<file path="src/rtl/trig_pkg.sv">
package trig_pkg;
  localparam int unsigned N_IN  = 6;
  localparam int unsigned CFG_W = 5;
  localparam int unsigned LUT_W = 1 << N_IN;
endpackage

</file>
<file path="src/rtl/trig_edge_det.sv">
module trig_edge_det (
  input  logic clk_i,
  input  logic rst_ni,
  input  logic line_i,
  output logic pulse_o
);
  logic s1_q, s2_q, prev_q;

  always_ff @(posedge clk_i or negedge rst_ni) begin
    if (!rst_ni) begin
      s1_q    <= 1'b0;
      s2_q    <= 1'b0;
      prev_q  <= 1'b0;
      pulse_o <= 1'b0;
    end else begin
      s1_q    <= line_i;
      s2_q    <= s1_q;
      prev_q  <= s2_q;
      pulse_o <= prev_q & ~s2_q;
    end
  end
endmodule

</file>
<file path="src/rtl/trig_delay_line.sv">
module trig_delay_line #(
  parameter int unsigned CFG_W = 5
) (
  input  logic             clk_i,
  input  logic             rst_ni,
  input  logic             pulse_i,
  input  logic [CFG_W-1:0] dly_i,
  output logic             pulse_o
);
  localparam int unsigned DEPTH = (1 << CFG_W) - 1;

  logic [DEPTH-1:0] sr_q;
  logic [CFG_W-1:0] tap;

  always_ff @(posedge clk_i or negedge rst_ni) begin
    if (!rst_ni) sr_q <= '0;
    else         sr_q <= {sr_q[DEPTH-2:0], pulse_i};
  end

  assign tap     = dly_i - CFG_W'(1);
  assign pulse_o = (dly_i == '0) ? pulse_i : sr_q[tap];
endmodule

</file>
<file path="src/rtl/trig_stretch.sv">
module trig_stretch #(
  parameter int unsigned CFG_W = 5
) (
  input  logic             clk_i,
  input  logic             rst_ni,
  input  logic             pulse_i,
  input  logic [CFG_W-1:0] str_i,
  output logic             level_o
);
  logic [CFG_W-1:0] cnt_q;

  // a fresh pulse always reloads, so retriggers extend the window
  always_ff @(posedge clk_i or negedge rst_ni) begin
    if (!rst_ni)           cnt_q <= '0;
    else if (pulse_i)      cnt_q <= str_i;
    else if (cnt_q != '0)  cnt_q <= cnt_q - CFG_W'(1);
  end

  assign level_o = pulse_i | (cnt_q != '0);
endmodule

</file>
<file path="src/rtl/trig_coinc_top.sv">
module trig_coinc_top
  import trig_pkg::*;
#(
  parameter int unsigned NI = N_IN,
  parameter int unsigned CW = CFG_W,
  localparam int unsigned LW = 1 << NI
) (
  input  logic             clk_i,
  input  logic             rst_ni,
  input  logic [NI-1:0]    trig_in_i,
  input  logic [NI*CW-1:0] delay_cfg_i,
  input  logic [NI*CW-1:0] stretch_cfg_i,
  input  logic [LW-1:0]    trig_word_i,
  output logic             trig_valid_o
);
  logic [NI-1:0] pulse_w;
  logic [NI-1:0] dly_w;
  logic [NI-1:0] cond_w;

  for (genvar i = 0; i < NI; i++) begin : g_ch
    trig_edge_det u_edge (
      .clk_i   (clk_i),
      .rst_ni  (rst_ni),
      .line_i  (trig_in_i[i]),
      .pulse_o (pulse_w[i])
    );
    trig_delay_line #(.CFG_W(CW)) u_dly (
      .clk_i   (clk_i),
      .rst_ni  (rst_ni),
      .pulse_i (pulse_w[i]),
      .dly_i   (delay_cfg_i[i*CW +: CW]),
      .pulse_o (dly_w[i])
    );
    trig_stretch #(.CFG_W(CW)) u_str (
      .clk_i   (clk_i),
      .rst_ni  (rst_ni),
      .pulse_i (dly_w[i]),
      .str_i   (stretch_cfg_i[i*CW +: CW]),
      .level_o (cond_w[i])
    );
  end

  always_ff @(posedge clk_i or negedge rst_ni) begin
    if (!rst_ni) trig_valid_o <= 1'b0;
    else         trig_valid_o <= trig_word_i[cond_w];
  end
endmodule

</file>
<file path="config.mk">
export PLATFORM = sky130hd
export DESIGN_NAME = trig_coinc_top
export DESIGN_NICKNAME = d
export VERILOG_FILES = /design/src/rtl/trig_pkg.sv /design/src/rtl/trig_edge_det.sv /design/src/rtl/trig_delay_line.sv /design/src/rtl/trig_stretch.sv /design/src/rtl/trig_coinc_top.sv
export SDC_FILE = /design/constraint.sdc
export NUM_CORES = 1
export LEC_CHECK = 0
export CORE_MARGIN = 2
export CORE_UTILIZATION = 45
export CTS_CLUSTER_SIZE = 24
export DETAILED_ROUTE_END_ITERATION = 10
export MAX_ROUTING_LAYER = met4
export PLACE_DENSITY = 0.73
export SLEW_MARGIN = 25
export SYNTH_ARGS = -nofsm -noshare
export SYNTH_HDL_FRONTEND = slang
export SYNTH_SLANG_ARGS = --single-unit
export TNS_END_PERCENT = 50
</file>
<file path="constraint.sdc">
create_clock -name clk_i -period 4.84 [get_ports clk_i]
set_clock_uncertainty 0.2 [all_clocks]
set_input_delay 0.484 -clock clk_i [delete_from_list [all_inputs] [get_ports clk_i]]
set_output_delay 0.484 -clock clk_i [all_outputs]
set_load 0.005 [all_outputs]
</file>
==> results.py <==
metrics = {
    "outcome": {
        "run_status": "completed",
    },
    "synth": {
        "yosys.cell_types.count": 62,
        "mappedNetlistArea_um2": 9957,
        "seq_area_frac_synth_pct": 60.57,
        "synthesized_netlist_net_count": 874,
        "post-synth-top-area-cell": "sky130_fd_sc_hd__dfrtp_1",
        "synthArstFlopShare_pct": 100.0,
        "synth_top_cells_by_count": "sky130_fd_sc_hd__dfrtp_1 (241), sky130_fd_sc_hd__nand2_1 (50), sky130_fd_sc_hd__mux4_2 (39)",
        "synth_warnings": 0,
        "synth_area_leaders": "sky130_fd_sc_hd__dfrtp_1 (61%), sky130_fd_sc_hd__mux4_2 (8.8%), sky130_fd_sc_hd__mux2_2 (3.1%), sky130_fd_sc_hd__mux2i_1 (2.8%), sky130_fd_sc_hd__ha_1 (2.3%)",
        "postSynthCellCount": 724,
        "synthDominantCellAreaShare_pct": 60.57,
        "synth.ff_latch_count": 241,
        "average_size_of_a_mapped_cell_um2": 13.75,
        "post-synth-top-count-cell": "sky130_fd_sc_hd__dfrtp_1",
        "synth_enable_flop_cells": 0,
        "postSynth.topFlopCell": "sky130_fd_sc_hd__dfrtp_1",
    },
    "timing": {
        "setup_repair_after_global_routing_missed_its_margin": "no",
        "count_of_final_hold_check_violations": 0,
        "totalNegativeSetupSlack_ns": 0,
        "slew_viol_final": 0,
        "timing_worst_slew_pin_value_ns": 0.8337,
        "fmax_ghz": 0.2383,
        "max-slew-margin-rel_pct": 43.64,
        "report.final.setup_viol": 0,
        "clock_period_minus_worst_slack_ns": 4.197,
        "period_share_pct": 86.72,
    },
    "cells_and_area": {
        "finalNonFillerCells": 1184,
        "layout.filler_cells": 1742,
        "utilization_pct": 57.58,
        "post_route_cells_drive_above_1_share_pct": 15.03,
        "design_area_um2": 12530,
        "finish.net_count": 1030,
        "syn_to_final_growth_pct": 25.81,
    },
    "critical_path": {
        "cp_max_fo": 32,
        "critical_path.endpoint_type": "register",
        "worstSetupStartpointType": "primary input",
        "critical_path.cell_chain": "clkdlybuf4s50_1 > inv_1 > ha_1 > mux4_2 > a21bo_2 > a2111oi_0 > a311o_1 > nor4b_4 > buf_12 > mux2i_1 > a22o_1 > o21ai_0 > or4_1 > and4b_1",
        "crit_required_ns": 5.05,
        "critPathSlowestCell": "sky130_fd_sc_hd__clkdlybuf4s50_1",
        "critical_path.top_delay_family": "simple AND/OR/NAND/NOR gates",
        "crit_path_max_incr_delay_ns": 0.55,
        "critPathArrivalTime_ns": 4.41,
        "critical_path.n_buffers_inverters": 3,
        "crit_type": "primary input to register",
    },
    "clock_tree": {
        "clock_tree.buffer_depth": 3,
        "tritoncts.num_buffers": 25,
        "insertion_delay_ns": 0.53,
        "cts_tree": "yes",
        "htree_num_levels": 1,
        "cts_sinks": 241,
        "cts_setup_buffers": 0,
        "worst_setup_hold_path_clk_slew_ns": 0.06,
        "cts.root.buffer_cell": "sky130_fd_sc_hd__clkbuf_16",
    },
    "grt": {
        "maximum_number_of_pins_on_one_net_before_global_route_repair": 111,
        "first_pass_grt_wire_length_um": 33760,
        "track_usage_pct": 18.34,
        "grt_antenna_before_repair": 6,
        "via_count_of_the_first_global_routing_pass": 6518,
        "grt-ovfl-total": 0,
    },
    "routing": {
        "via_per_inst": 5.284,
        "first_iter_violations": 332,
        "drt_pre_antenna_iters": 4,
        "vias": 6256,
        "route.detailed.wl_per_inst_um": 17.36,
        "drc": 0,
        "drt.antenna.violating_nets": 0,
        "detail_route.wirelength_um": 20560,
    },
    "placed_design": {
        "place_inst": 1132,
        "port_buffers": 132,
        "gp_congestion": 0.8623,
        "dp.final_hpwl_um": 14660,
        "placement.cell_area_um2": 11680,
    },
    "floorplan": {
        "fp.dieH_um": 152.8,
        "effective_utilization_at_floorplan_pct": 45.77,
        "fp.coreArea_um2": 21760,
        "number_of_core_rows": 54,
        "io_pins": 133,
        "floorplan.die.width_um": 152.8,
        "die-area_um2": 23330,
    },
    "hold_path": {
        "type_of_the_worst_min_delay_path": "register to register",
    },
    "power_and_ir_drop": {
        "powerDensity_nw_per_um2": 431.9,
        "vdd.ir_drop.worst_mv": 0.2825,
        "static-leakage-power_nw": 5.504,
    },
    "run": {
        "drv.max_cap_violation_count": 0,
    },
}
==> worst paths after layout <==
check                                      start                     to  slack, ns  depth (start not counted)
setup / recovery                 delay_cfg_i[11]           trig_valid_o       0.64                         14
hold / removal               g_ch[3].u_edge.s1_q    g_ch[3].u_edge.s2_q       0.15                          0
setup reg to reg           g_ch[2].u_dly.sr_q[8]           trig_valid_o       1.17                         10
hold reg to reg              g_ch[3].u_edge.s1_q    g_ch[3].u_edge.s2_q       0.15                          0
max in group asynchronous                 rst_ni  g_ch[2].u_dly.sr_q[3]       2.99                          3
min in group asynchronous                 rst_ni  g_ch[3].u_dly.sr_q[4]       0.37                          2
==> layout by cell type, fill, tap and decap left out, types with 23 or more instances in the layout <==
cell type and count:
sky130_fd_sc_hd__nand2_1 50, sky130_fd_sc_hd__nor2_1 30, sky130_fd_sc_hd__o21ai_0 23, sky130_fd_sc_hd__clkbuf_16 25
sky130_fd_sc_hd__inv_1 33, sky130_fd_sc_hd__dfrtp_1 241, sky130_fd_sc_hd__mux2i_1 28, sky130_fd_sc_hd__mux4_2 39
sky130_fd_sc_hd__mux2_2 27, sky130_fd_sc_hd__clkdlybuf4s50_1 131
==> where the power goes <==
part | leakage, nW | switching (mW) | internal (mW) | total, mW
registers | 3.05 | 0.153 | 2.24 | 2.40
logic | 2.04 | 0.530 | 0.588 | 1.12
clock network | 0.413 | 0.786 | 1.11 | 1.90
==> layout make-up <==
| cell class | count | area, µm² | share of cell area, % |
|---|---|---|---|
| sequential | 241 | 6031 | 48.14 |
| multi-input combinational | 424 | 3671 | 29.30 |
| antenna | 6 | 15.01 | 0.1199 |
| clock inverter | 14 | 143.9 | 1.149 |
| tap | 280 | 350.3 | 2.797 |
| clock buffer | 31 | 678.2 | 5.414 |
| inverter | 33 | 123.9 | 0.9888 |
| timing repair buffer | 155 | 1514 | 12.09 |
==> through the flow <==
stage / hold WS (ns) / power (mW) / setup WS (ns)
after detailed placement: 0.1365 / 3.556 / 0.05966
final: 0.1458 / 5.410 / 0.6429
after global routing: 0.1671 / 5.701 / 0.4224
after CTS: 0.1499 / 5.478 / 0.6322
after global placement: 0.1330 / 3.522 / 0.1391
after floorplan: -0.01159 / 3.174 / 0.5889
==> sequential cells by signal (all words and copies together), names as in the netlist <==
name / cells
g_ch.u_dly.sr_q: 186
g_ch.u_str.cnt_q: 30
g_ch.u_edge.prev_q: 6
g_ch.u_edge.pulse_o: 6
g_ch.u_edge.s1_q: 6
g_ch.u_edge.s2_q: 6
trig_valid_o: 1
==> timing repair <==
item / in CTS / in global routing
gates resized for setup: 0 / 0
setup endpoints to repair: 0 / 0
hold buffers: 1 / 0
endpoints found under the hold margin: 106 / 0
==> per-layer routing <==
layer  GRT usage (%)  vias to the layer above  wire length [µm]
met5               -                        -                 0
met4           5.467                        0               620
met3           4.295                       44              1342
met2           27.50                      137              9381
met1           25.22                     3136              9213
li1                -                     2939                 -
==> cell families after synthesis <==
group / Yosys count / share of synthesized area (%)
buf+inv: 59 / 2.563
flops: 241 / 60.57
simple gates: 174 / 9.123
compound gates: 97 / 6.786
mux: 104 / 15.97
xor+xnor: 31 / 2.727
fa+ha+maj: 18 / 2.262
No activity file was read; power rests on OpenSTA's default activity.
